--- src/rtl/bit_pg.sv ---
module bit_pg #(
  parameter int WIDTH = 8
) (
  input  logic [WIDTH-1:0] a_i,
  input  logic [WIDTH-1:0] b_i,
  output logic [WIDTH-1:0] gen_o,
  output logic [WIDTH-1:0] prop_o
);
  for (genvar i = 0; i < WIDTH; i++) begin : g_bit
    assign gen_o[i]  = a_i[i] & b_i[i];
    assign prop_o[i] = a_i[i] ^ b_i[i];
  end
endmodule

--- src/rtl/la_unit.sv ---
// Carry lookahead over SPAN positions: carry_o[i] is the carry out of
// position i, as an OR of (i+2) product terms, the widest having i+2 inputs.
module la_unit #(
  parameter int SPAN = 4
) (
  input  logic [SPAN-1:0] gen_i,
  input  logic [SPAN-1:0] prop_i,
  input  logic            cin_i,
  output logic [SPAN-1:0] carry_o
);
  always_comb begin
    logic acc;
    logic term;
    for (int i = 0; i < SPAN; i++) begin
      acc = 1'b0;
      for (int j = 0; j <= i + 1; j++) begin
        term = (j == 0) ? cin_i : gen_i[j-1];
        for (int k = j; k <= i; k++) begin
          term = term & prop_i[k];
        end
        acc = acc | term;
      end
      carry_o[i] = acc;
    end
  end
endmodule

--- src/rtl/grp_pg.sv ---
// Group generate and propagate for one group of SPAN bits.
module grp_pg #(
  parameter int SPAN = 4
) (
  input  logic [SPAN-1:0] gen_i,
  input  logic [SPAN-1:0] prop_i,
  output logic            grp_gen_o,
  output logic            grp_prop_o
);
  always_comb begin
    logic acc;
    logic term;
    acc = 1'b0;
    for (int j = 0; j < SPAN; j++) begin
      term = gen_i[j];
      for (int k = j + 1; k < SPAN; k++) begin
        term = term & prop_i[k];
      end
      acc = acc | term;
    end
    grp_gen_o = acc;
    term = 1'b1;
    for (int k = 0; k < SPAN; k++) begin
      term = term & prop_i[k];
    end
    grp_prop_o = term;
  end
endmodule

--- src/rtl/cla8_adder.sv ---
module cla8_adder #(
  parameter int GROUP_W    = 4,
  parameter int NUM_GROUPS = 2,
  localparam int WIDTH     = GROUP_W * NUM_GROUPS
) (
  input  logic [WIDTH-1:0] op_a,
  input  logic [WIDTH-1:0] op_b,
  input  logic             carry_in,
  output logic [WIDTH-1:0] sum_o,
  output logic             carry_out
);
  logic [WIDTH-1:0]      gen;
  logic [WIDTH-1:0]      prop;
  logic [WIDTH-1:0]      bit_cin;
  logic [NUM_GROUPS-1:0] grp_gen;
  logic [NUM_GROUPS-1:0] grp_prop;
  logic [NUM_GROUPS-1:0] grp_cout;
  logic [NUM_GROUPS:0]   grp_cin;

  bit_pg #(.WIDTH(WIDTH)) u_pg (
    .a_i   (op_a),
    .b_i   (op_b),
    .gen_o (gen),
    .prop_o(prop)
  );

  assign grp_cin[0] = carry_in;

  for (genvar k = 0; k < NUM_GROUPS; k++) begin : g_grp
    logic [GROUP_W-1:0] grp_carry;

    la_unit #(.SPAN(GROUP_W)) u_la (
      .gen_i  (gen[k*GROUP_W +: GROUP_W]),
      .prop_i (prop[k*GROUP_W +: GROUP_W]),
      .cin_i  (grp_cin[k]),
      .carry_o(grp_carry)
    );

    grp_pg #(.SPAN(GROUP_W)) u_gpg (
      .gen_i     (gen[k*GROUP_W +: GROUP_W]),
      .prop_i    (prop[k*GROUP_W +: GROUP_W]),
      .grp_gen_o (grp_gen[k]),
      .grp_prop_o(grp_prop[k])
    );

    assign bit_cin[k*GROUP_W] = grp_cin[k];
    if (GROUP_W > 1) begin : g_inner
      assign bit_cin[k*GROUP_W+1 +: GROUP_W-1] = grp_carry[GROUP_W-2:0];
    end
    assign grp_cout[k] = grp_carry[GROUP_W-1];
  end

  la_unit #(.SPAN(NUM_GROUPS)) u_top (
    .gen_i  (grp_gen),
    .prop_i (grp_prop),
    .cin_i  (carry_in),
    .carry_o(grp_cin[NUM_GROUPS:1])
  );

  assign sum_o     = prop ^ bit_cin;
  assign carry_out = grp_cin[NUM_GROUPS];
endmodule

--- config.mk ---
export PLATFORM = sky130hd
export DESIGN_NAME = cla8_adder
export DESIGN_NICKNAME = d
export VERILOG_FILES = /design/src/rtl/bit_pg.sv /design/src/rtl/la_unit.sv /design/src/rtl/grp_pg.sv /design/src/rtl/cla8_adder.sv
export SDC_FILE = /design/constraint.sdc
export NUM_CORES = 1
export LEC_CHECK = 0
export ABC_AREA = 1
export BUFFER_PORTS_ARGS = -buffer_cell sky130_fd_sc_hd__buf_2
export CAP_MARGIN = 20
export CORE_AREA = 2 2 39 41
export DETAILED_ROUTE_END_ITERATION = 16
export DIE_AREA = 0 0 41 43
export PLACE_DENSITY = 0.62
export SLEW_MARGIN = 40
export SYNTH_ARGS = -nofsm -noshare
export SYNTH_HDL_FRONTEND = slang
export SYNTH_SLANG_ARGS = --single-unit
export TNS_END_PERCENT = 100
--- constraint.sdc ---
create_clock -name vclk -period 2.3
set_input_delay 0.575 -clock vclk [all_inputs]
set_output_delay 0.575 -clock vclk [all_outputs]
set_load 0.1 [all_outputs]
Yosys cells after proc, flatten, opt, wreduce, memory -nomap -nowiden

Index checks and enable logic that the tools add are counted.

Bitwise logic cells: 65

Operators by type and width:

| kind        | number |
|---|---|
| $and 1x1->1 | 35 |
| $or 1x1->1  | 21 |
| $xor 1x1->1 | 8 |
| $xor 8x8->8 | 1 |

Register bits after elaboration: 0
Input port bits: 17

Depth between registers and ports, before layout

Gate-level depths: netlist (run 1).

Depth in word-level cells: 15
Gate-level depth with buffers: 12
Gate-level depth less buffers: 12

By module

A second synthesis (run 1) with hierarchy kept.

Cell total of the unflattened synthesis: 93
Area, all modules: 473.0 um2

Modules (own cells, without submodules):

| module                      | instances | cells each | area an instance (um2) | seq. area each (um2) |
|---|---|---|---|---|
| cla8_adder                  | 1         | 40         | 150.1                  | 0.0 |
| la_unit (g_grp[0].u_la ...) | 2         | 10         | 57.6                   | 0.0 |
| bit_pg                      | 1         | 8          | 100.1                  | 0.0 |
| grp_pg                      | 2         | 10         | 41.3                   | 0.0 |
| la_unit (u_top)             | 1         | 5          | 25.0                   | 0.0 |

Least setup slack after synthesis (run 1)

No wires, ideal clock.

Path kind: input -> output
From: input op_a[1]
To: output sum_o[5]
Data arrival time: 3.042 ns
Required time: 1.725 ns
Path slack: -1.317 ns
Cell stages on the path: 7
Buffers on the path: 0
Cells stage by stage: ha_1 -> nand2_1 -> nand2_1 -> nand2_1 -> nand3_1 -> fa_1 -> xor2_1

Longest elaborated chain between the ends: 11
Elaborated cells on any way between the ends: 18
Those cells by class: bitwise (18)

RTL lines:

| item                     | RTL line         | RTL |
|---|---|---|
| start: declaration       | cla8_adder.sv:6  | `input logic [WIDTH-1:0] op_a,` |
| $xor 1x1->1              | bit_pg.sv:11     | `assign prop_o[i] = a_i[i] ^ b_i[i];` |
| $and 1x1->1 (3 in a row) | grp_pg.sv:17     | `term = term & prop_i[k];` |
| $or 1x1->1 (3 in a row)  | grp_pg.sv:19     | `acc = acc \| term;` |
| $or 1x1->1 *             | la_unit.sv:21    | `acc = acc \| term;` |
| $and 1x1->1 *            | la_unit.sv:19    | `term = term & prop_i[k];` |
| $or 1x1->1 *             | la_unit.sv:21    |  |
| $xor 8x8->8 *            | cla8_adder.sv:60 | `assign sum_o = prop ^ bit_cin;` |
| end: declaration         | cla8_adder.sv:9  | `output logic [WIDTH-1:0] sum_o,` |

Mark *: on every way between the ends. The rest lies on a longest branch, timed or not.

Final worst setup path (run 1)

From: input op_a[1]
To: output sum_o[6]

Longest elaborated chain between the ends: 13
Elaborated cells on any way between the ends: 20
Those cells by class: bitwise (20)

RTL lines:

| item                       | RTL line |
|---|---|
| $xor 1x1->1                | bit_pg.sv:11 |
| $and 1x1->1 (3 in a row)   | grp_pg.sv:17 |
| $or 1x1->1 (3 in a row)    | grp_pg.sv:19 |
| $or 1x1->1 *               | la_unit.sv:21 |
| $and 1x1->1 * (2 in a row) | la_unit.sv:19 |
| $or 1x1->1 * (2 in a row)  | la_unit.sv:21 |
| $xor 8x8->8 *              | cla8_adder.sv:60 |

Marked as above.

==> impl_metrics.toml, run 1 <==
[status]
status = "complete, but fails checks"
failed_checks = "setup timing"

[detailed_routing]
firstDrtPassIters = 4
postRouteAntennaNets = 0
wl_per_cell_microns = 12.38
drt-initial-drc-count = 1
dr_total_vias = 547
wirelength_mm = 1.473
drc = 0
viasPerCell = 4.597

[sta]
setup-tns-final_ps = -1339
rsz0062_at_grt = "true"
worstMarginPinSlew_ps = 217.2
slew_viol_final = 0
final-setup-viol-count = 7
setup_ws_ps = -303.1
fmax_mhz = 384.2
min_period_over_period = 1.132
final_hold_viol_count = 0
period_minus_slack_ps = 2603
slew_headroom = 0.8552

[floorplanning]
initial_core_util = 0.2694
placementRows = 14
coreArea_sq_mm = 0.001384
fp.dieH_microns = 43
io_pins = 26
die_area_sq_mm = 0.001763
die_w_microns = 41

[setup_path]
worstPathMaxFanout = 3
cp-end-kind = "output pin"
start_kind = "primary input"
required_ps = 1730
timing_worst_setup_path_type = "primary input to output pin"
crit_arrival_ps = 2030

[hold_path]
hp-class = "primary input to output pin"

[yosys]
yosys.area.top_type_share = 0.3356
yosysTopAreaCell = "ha_1"
synthTopCellsByCount = "19 x nand2_1, 10 x ha_1, 7 x inv_1, 7 x nand3_1, 4 x xor2_1"
synthTopCellsByArea = "ha_1 34%, nand2_1 19%, fa_1 11%"
syn_avg_cell_area_sq_um = 6.658
ys_types = 11
synthMuxAreaShare = 0
synth_area_sq_um = 372.9
synth_compound_area_frac = 0.01342
yosys.area_share.simple = 0.3792
ys_warn_count = 0
synth_top_family_by_area = "adder cells"
synthAdderAreaFrac = 0.4430
ys_seq_area_frac = 0
synth_most_common_cell = "nand2_1"
synthCells = 56
syn_nets = 85
synth_xor_area_frac = 0.09396

[global_route]
overflow = 0
global_route.usage.met3 = 0.01571
grt_use_met1 = 0.1645
grt_pass1_wl_mm = 2.159
grt_util_met2 = 0.3563
grt_start_max_net_pins = 6
grt_pass1_vias = 564
busiest_layer = "met2"
grt.total_usage = 0.1709
antenna_found_initial = 0

[layout]
fillerInstances = 73
multi_input_area_sq_um = 651.9
n_clock_buffer = 0
drive_gt1_frac = 0.8155
n_antenna_cell = 0
ff_latch_area_sq_um = 0
nets = 134
areaGrowthSynthToFinish_pct = 215.4
seq_cell_count = 0

[power_and_ir_drop]
max-vdd-ir-drop_mv = 0.3665
power.density_mw_per_mm2 = 544.5
p_leak_nw = 0.5770

[placement]
gp_congestion = 0.6747
dp_slack_ps = -352.3
portBuffers = 26
dp_hpwl_microns = 933.5

[clocking]
cts_hold_buf = 0

[job]
drv_cap = 0
==> cell type report <==
cell class	instances	area share
Multi-Input combinational cell	49	0.5543
Timing Repair Buffer	47	0.4064
Inverter	7	0.02234
Tap cell	16	0.01702
==> logic make-up after synthesis <==
family	count (synthesis)
xor+xnor	4
compound gates	1
simple gates	32
fa+ha+maj	12
buf+inv	7
==> path summary, 6_finish.rpt <==
| kind | start | to | slack (ps) | cells after the start |
|---|---|---|---|---|
| min | op_b[7] | carry_out | 1660 | 5 |
| max | op_a[1] | sum_o[6] | -300 | 12 |
==> worst max-delay path: stages <==
cell	delay, ps
buf_6	100
ha_4	250
nand2_4	80
nand2_2	50
nand2_2	70
nand3_4	100
ha_4	170
nand2_4	50
nand3b_4	100
buf_12	140
xor2_4	140
buf_12	190
==> through the flow <==
| step | area, sq um | hold slack (ps) | cells | util | power [mW] |
|---|---|---|---|---|---|
| 2_1_floorplan | 550.5 | 1520 | 56 | - | 0.3626 |
| 5_1_grt | 1176 | 1680 | 119 | 0.8499 | 0.6654 |
| 4_1_cts | 1106 | 1643 | 117 | 0.7993 | 0.6128 |
| 3_5_place_dp | 953.4 | 1646 | 112 | 0.6890 | 0.5650 |
| 6_report | 1176 | 1656 | 119 | 0.8499 | 0.6404 |
| 3_3_place_gp | 953.4 | 1649 | 112 | 0.6890 | 0.5600 |
==> placed cells by master (no fill, tap or decap), types with 2 or more instances in the layout <==
| cell type | count |
|---|---|
| nand3_1 | 3 |
| nand3_2 | 2 |
| nor2_1 | 2 |
| nand2_4 | 9 |
| xor2_4 | 3 |
| buf_2 | 12 |
| buf_4 | 18 |
| nand3_4 | 2 |
| ha_1 | 4 |
| inv_1 | 6 |
| fa_2 | 2 |
| buf_12 | 10 |
| ha_4 | 6 |
| nand2_2 | 7 |
| buf_6 | 6 |
| nand2_1 | 3 |
==> report_power, final <==
part           switching, mW  leakage [nW]  total, mW  internal [mW]
logic                  0.376         0.577      0.640          0.265
clock network              0             0          0              0
registers                  0             0          0              0
total                  0.376         0.577      0.640          0.265
==> metal layers <==
layer  up-vias  routed length [microns]
met5         -                        0
li1        273                        -
met1       258                      472
met3         0                       60
met2        16                      940
met4         0                        0
==> what timing repair did <==
item | CTS | global route
pin swaps | 16 | 11
resized for setup | 27 | 12
setup endpoints to repair | 6 | 7
setup buffers | 5 | 3
No activity file was read; power rests on OpenSTA's default activity.
==> run 2: changes to the inputs <==
--- a/config.mk
+++ b/config.mk
@@ -12,6 +12,7 @@
 export DETAILED_ROUTE_END_ITERATION = 16
 export DIE_AREA = 0 0 41 43
 export PLACE_DENSITY = 0.62
+export SETUP_SLACK_MARGIN = 0.3
 export SLEW_MARGIN = 40
 export SYNTH_ARGS = -nofsm -noshare
 export SYNTH_HDL_FRONTEND = slang
==> run 2 against run 1 <==
Against the previous run:
- the flow still finishes with violations (setup timing)
- non-clock buffer count shrank 8
- sequential share of layout area is the same
- first-iteration DRC count increased to 5.0 times the previous value
- worst hold slack got worse by 6.6 ps
- maximum frequency shrank 0.22%
- setup slack got worse by 5.8 ps
- wire length is 0.81% lower
- combinational power barely moved
- critical path depth unchanged
- flip-flop and latch count did not move
- clock-buffer cell count unchanged
- largest cell class unchanged
==> impl_metrics.toml, run 2 (same netlist as run 1, synthesis figures left out) <==
[status]
status = "complete, but fails checks"
failed_checks = "setup timing"

[layout]
final_common_cell = "buf_6"
n_clock_buffer = 0
fillerInstances = 66
drive_gt1_frac = 0.8421
seq_cell_count = 0
areaGrowthSynthToFinish_pct = 212.8
final_cell_mix = "12 x buf_6, 10 x buf_12, 9 x nand2_2, 9 x buf_2, 8 x buf_4"
ff_latch_area_sq_um = 0
fin_util = 0.8427
n_antenna_cell = 0
nets = 126
final_area_sq_mm = 0.001166

[setup_path]
critPathCapture = "sum_o[6]"
critPathTopFamily = "simple AND/OR/NAND/NOR gates"
path_depth = 12
crit_buf_inv = 3
timing_worst_setup_path_type = "primary input to output pin"
cp-end-kind = "output pin"
crit_start = "op_b[1]"
crit_arrival_ps = 2030
crit_chain = "buf_6, ha_4, nand2_2, nor2_2, nand2_2, nand3_4, ha_4, nand2_4, nand3b_4, buf_12, xor2_4, buf_12"
worstPathMaxFanout = 3
required_ps = 1730
start_kind = "primary input"
cp_slowest_stage_delay_ps = 290
worst_path_max_delay_cell = "ha_4"

[detailed_routing]
dr_total_vias = 525
postRouteAntennaNets = 0
viasPerCell = 4.730
wirelength_mm = 1.461
drc = 0
wl_per_cell_microns = 13.16
firstDrtPassIters = 4
drt-initial-drc-count = 5

[power_and_ir_drop]
power_uw = 638.6
max-vdd-ir-drop_mv = 0.4151
p_leak_nw = 0.5415
power.density_mw_per_mm2 = 547.6

[sta]
setup_ws_ps = -308.9
final_hold_viol_count = 0
rsz0062_at_grt = "true"
fmax_mhz = 383.3
setup-tns-final_ps = -1120
worstMarginPinSlew_ps = 187.3
final-setup-viol-count = 5
slew_viol_final = 0
period_minus_slack_ps = 2609
slew_headroom = 0.8746
min_period_over_period = 1.134

[hold_path]
hp-class = "primary input to output pin"

[job]
drv_cap = 0

[floorplanning]
fp.dieH_microns = 43
die_area_sq_mm = 0.001763
placementRows = 14
coreArea_sq_mm = 0.001384
initial_core_util = 0.2694
die_w_microns = 41
io_pins = 26

[global_route]
grt_pass1_vias = 508
grt_start_max_net_pins = 6
grt_pass1_wl_mm = 2.090
overflow = 0
antenna_found_initial = 0
grt.total_usage = 0.1655

[placement]
dp_slack_ps = -340.5
place_area_sq_um = 969.7
gp_congestion = 0.6966
dp_hpwl_microns = 945.4
portBuffers = 26
==> run 2: repair_timing <==
action,4_1_cts,5_1_grt
gates cloned,0,0
setup endpoints to repair,9,9
resized for setup,24,16
setup buffers,1,2
hold buffers,0,0
pin swaps,19,10
==> run 2: per-layer routing <==
layer | share of wire | global-route usage
met1 | 0.35 | 0.2026
met2 | 0.59 | 0.3125
met5 | 0 | 0
met3 | 0.051 | 0.01047
met4 | 0.0089 | 0
==> run 2: how the worst min path moves through the flow <==
stage	cells after the start	from	slack [ps]	endpoint
after global placement	4	op_b[6]	1670	sum_o[6]
after CTS	3	op_a[0]	1650	sum_o[0]
after floorplan	2	op_b[2]	1520	sum_o[2]
after detailed placement	4	op_b[6]	1670	sum_o[6]
final	3	op_a[0]	1650	sum_o[0]
after global routing	3	op_a[0]	1660	sum_o[0]
==> run 2: stage by stage <==
| stage | hold slack [ps] | std cells |
|---|---|---|
| after floorplan | 1520 | 56 |
| after global placement | 1672 | 108 |
| after detailed placement | 1674 | 108 |
| after CTS | 1649 | 109 |
| after global routing | 1661 | 111 |
| final | 1649 | 111 |
==> run 2: tightest hold or removal path, cell delays in order <==
cell and delay (ps):
buf_6 90, fa_2 230, buf_12 180
==> run 2: where the power goes <==
group          internal [mW]  total (mW)  switching (mW)
registers                  0           0               0
clock network              0           0               0
logic                  0.262       0.639           0.376
total                  0.262       0.639           0.376
==> run 2: layout make-up <==
type / instances / area (sq um) / share of cell area
inverter: 7 / 26.28 / 0.02253
timing repair buffer: 39 / 440.4 / 0.3777
multi-input combinational: 49 / 679.4 / 0.5826
tap: 16 / 20.02 / 0.01717
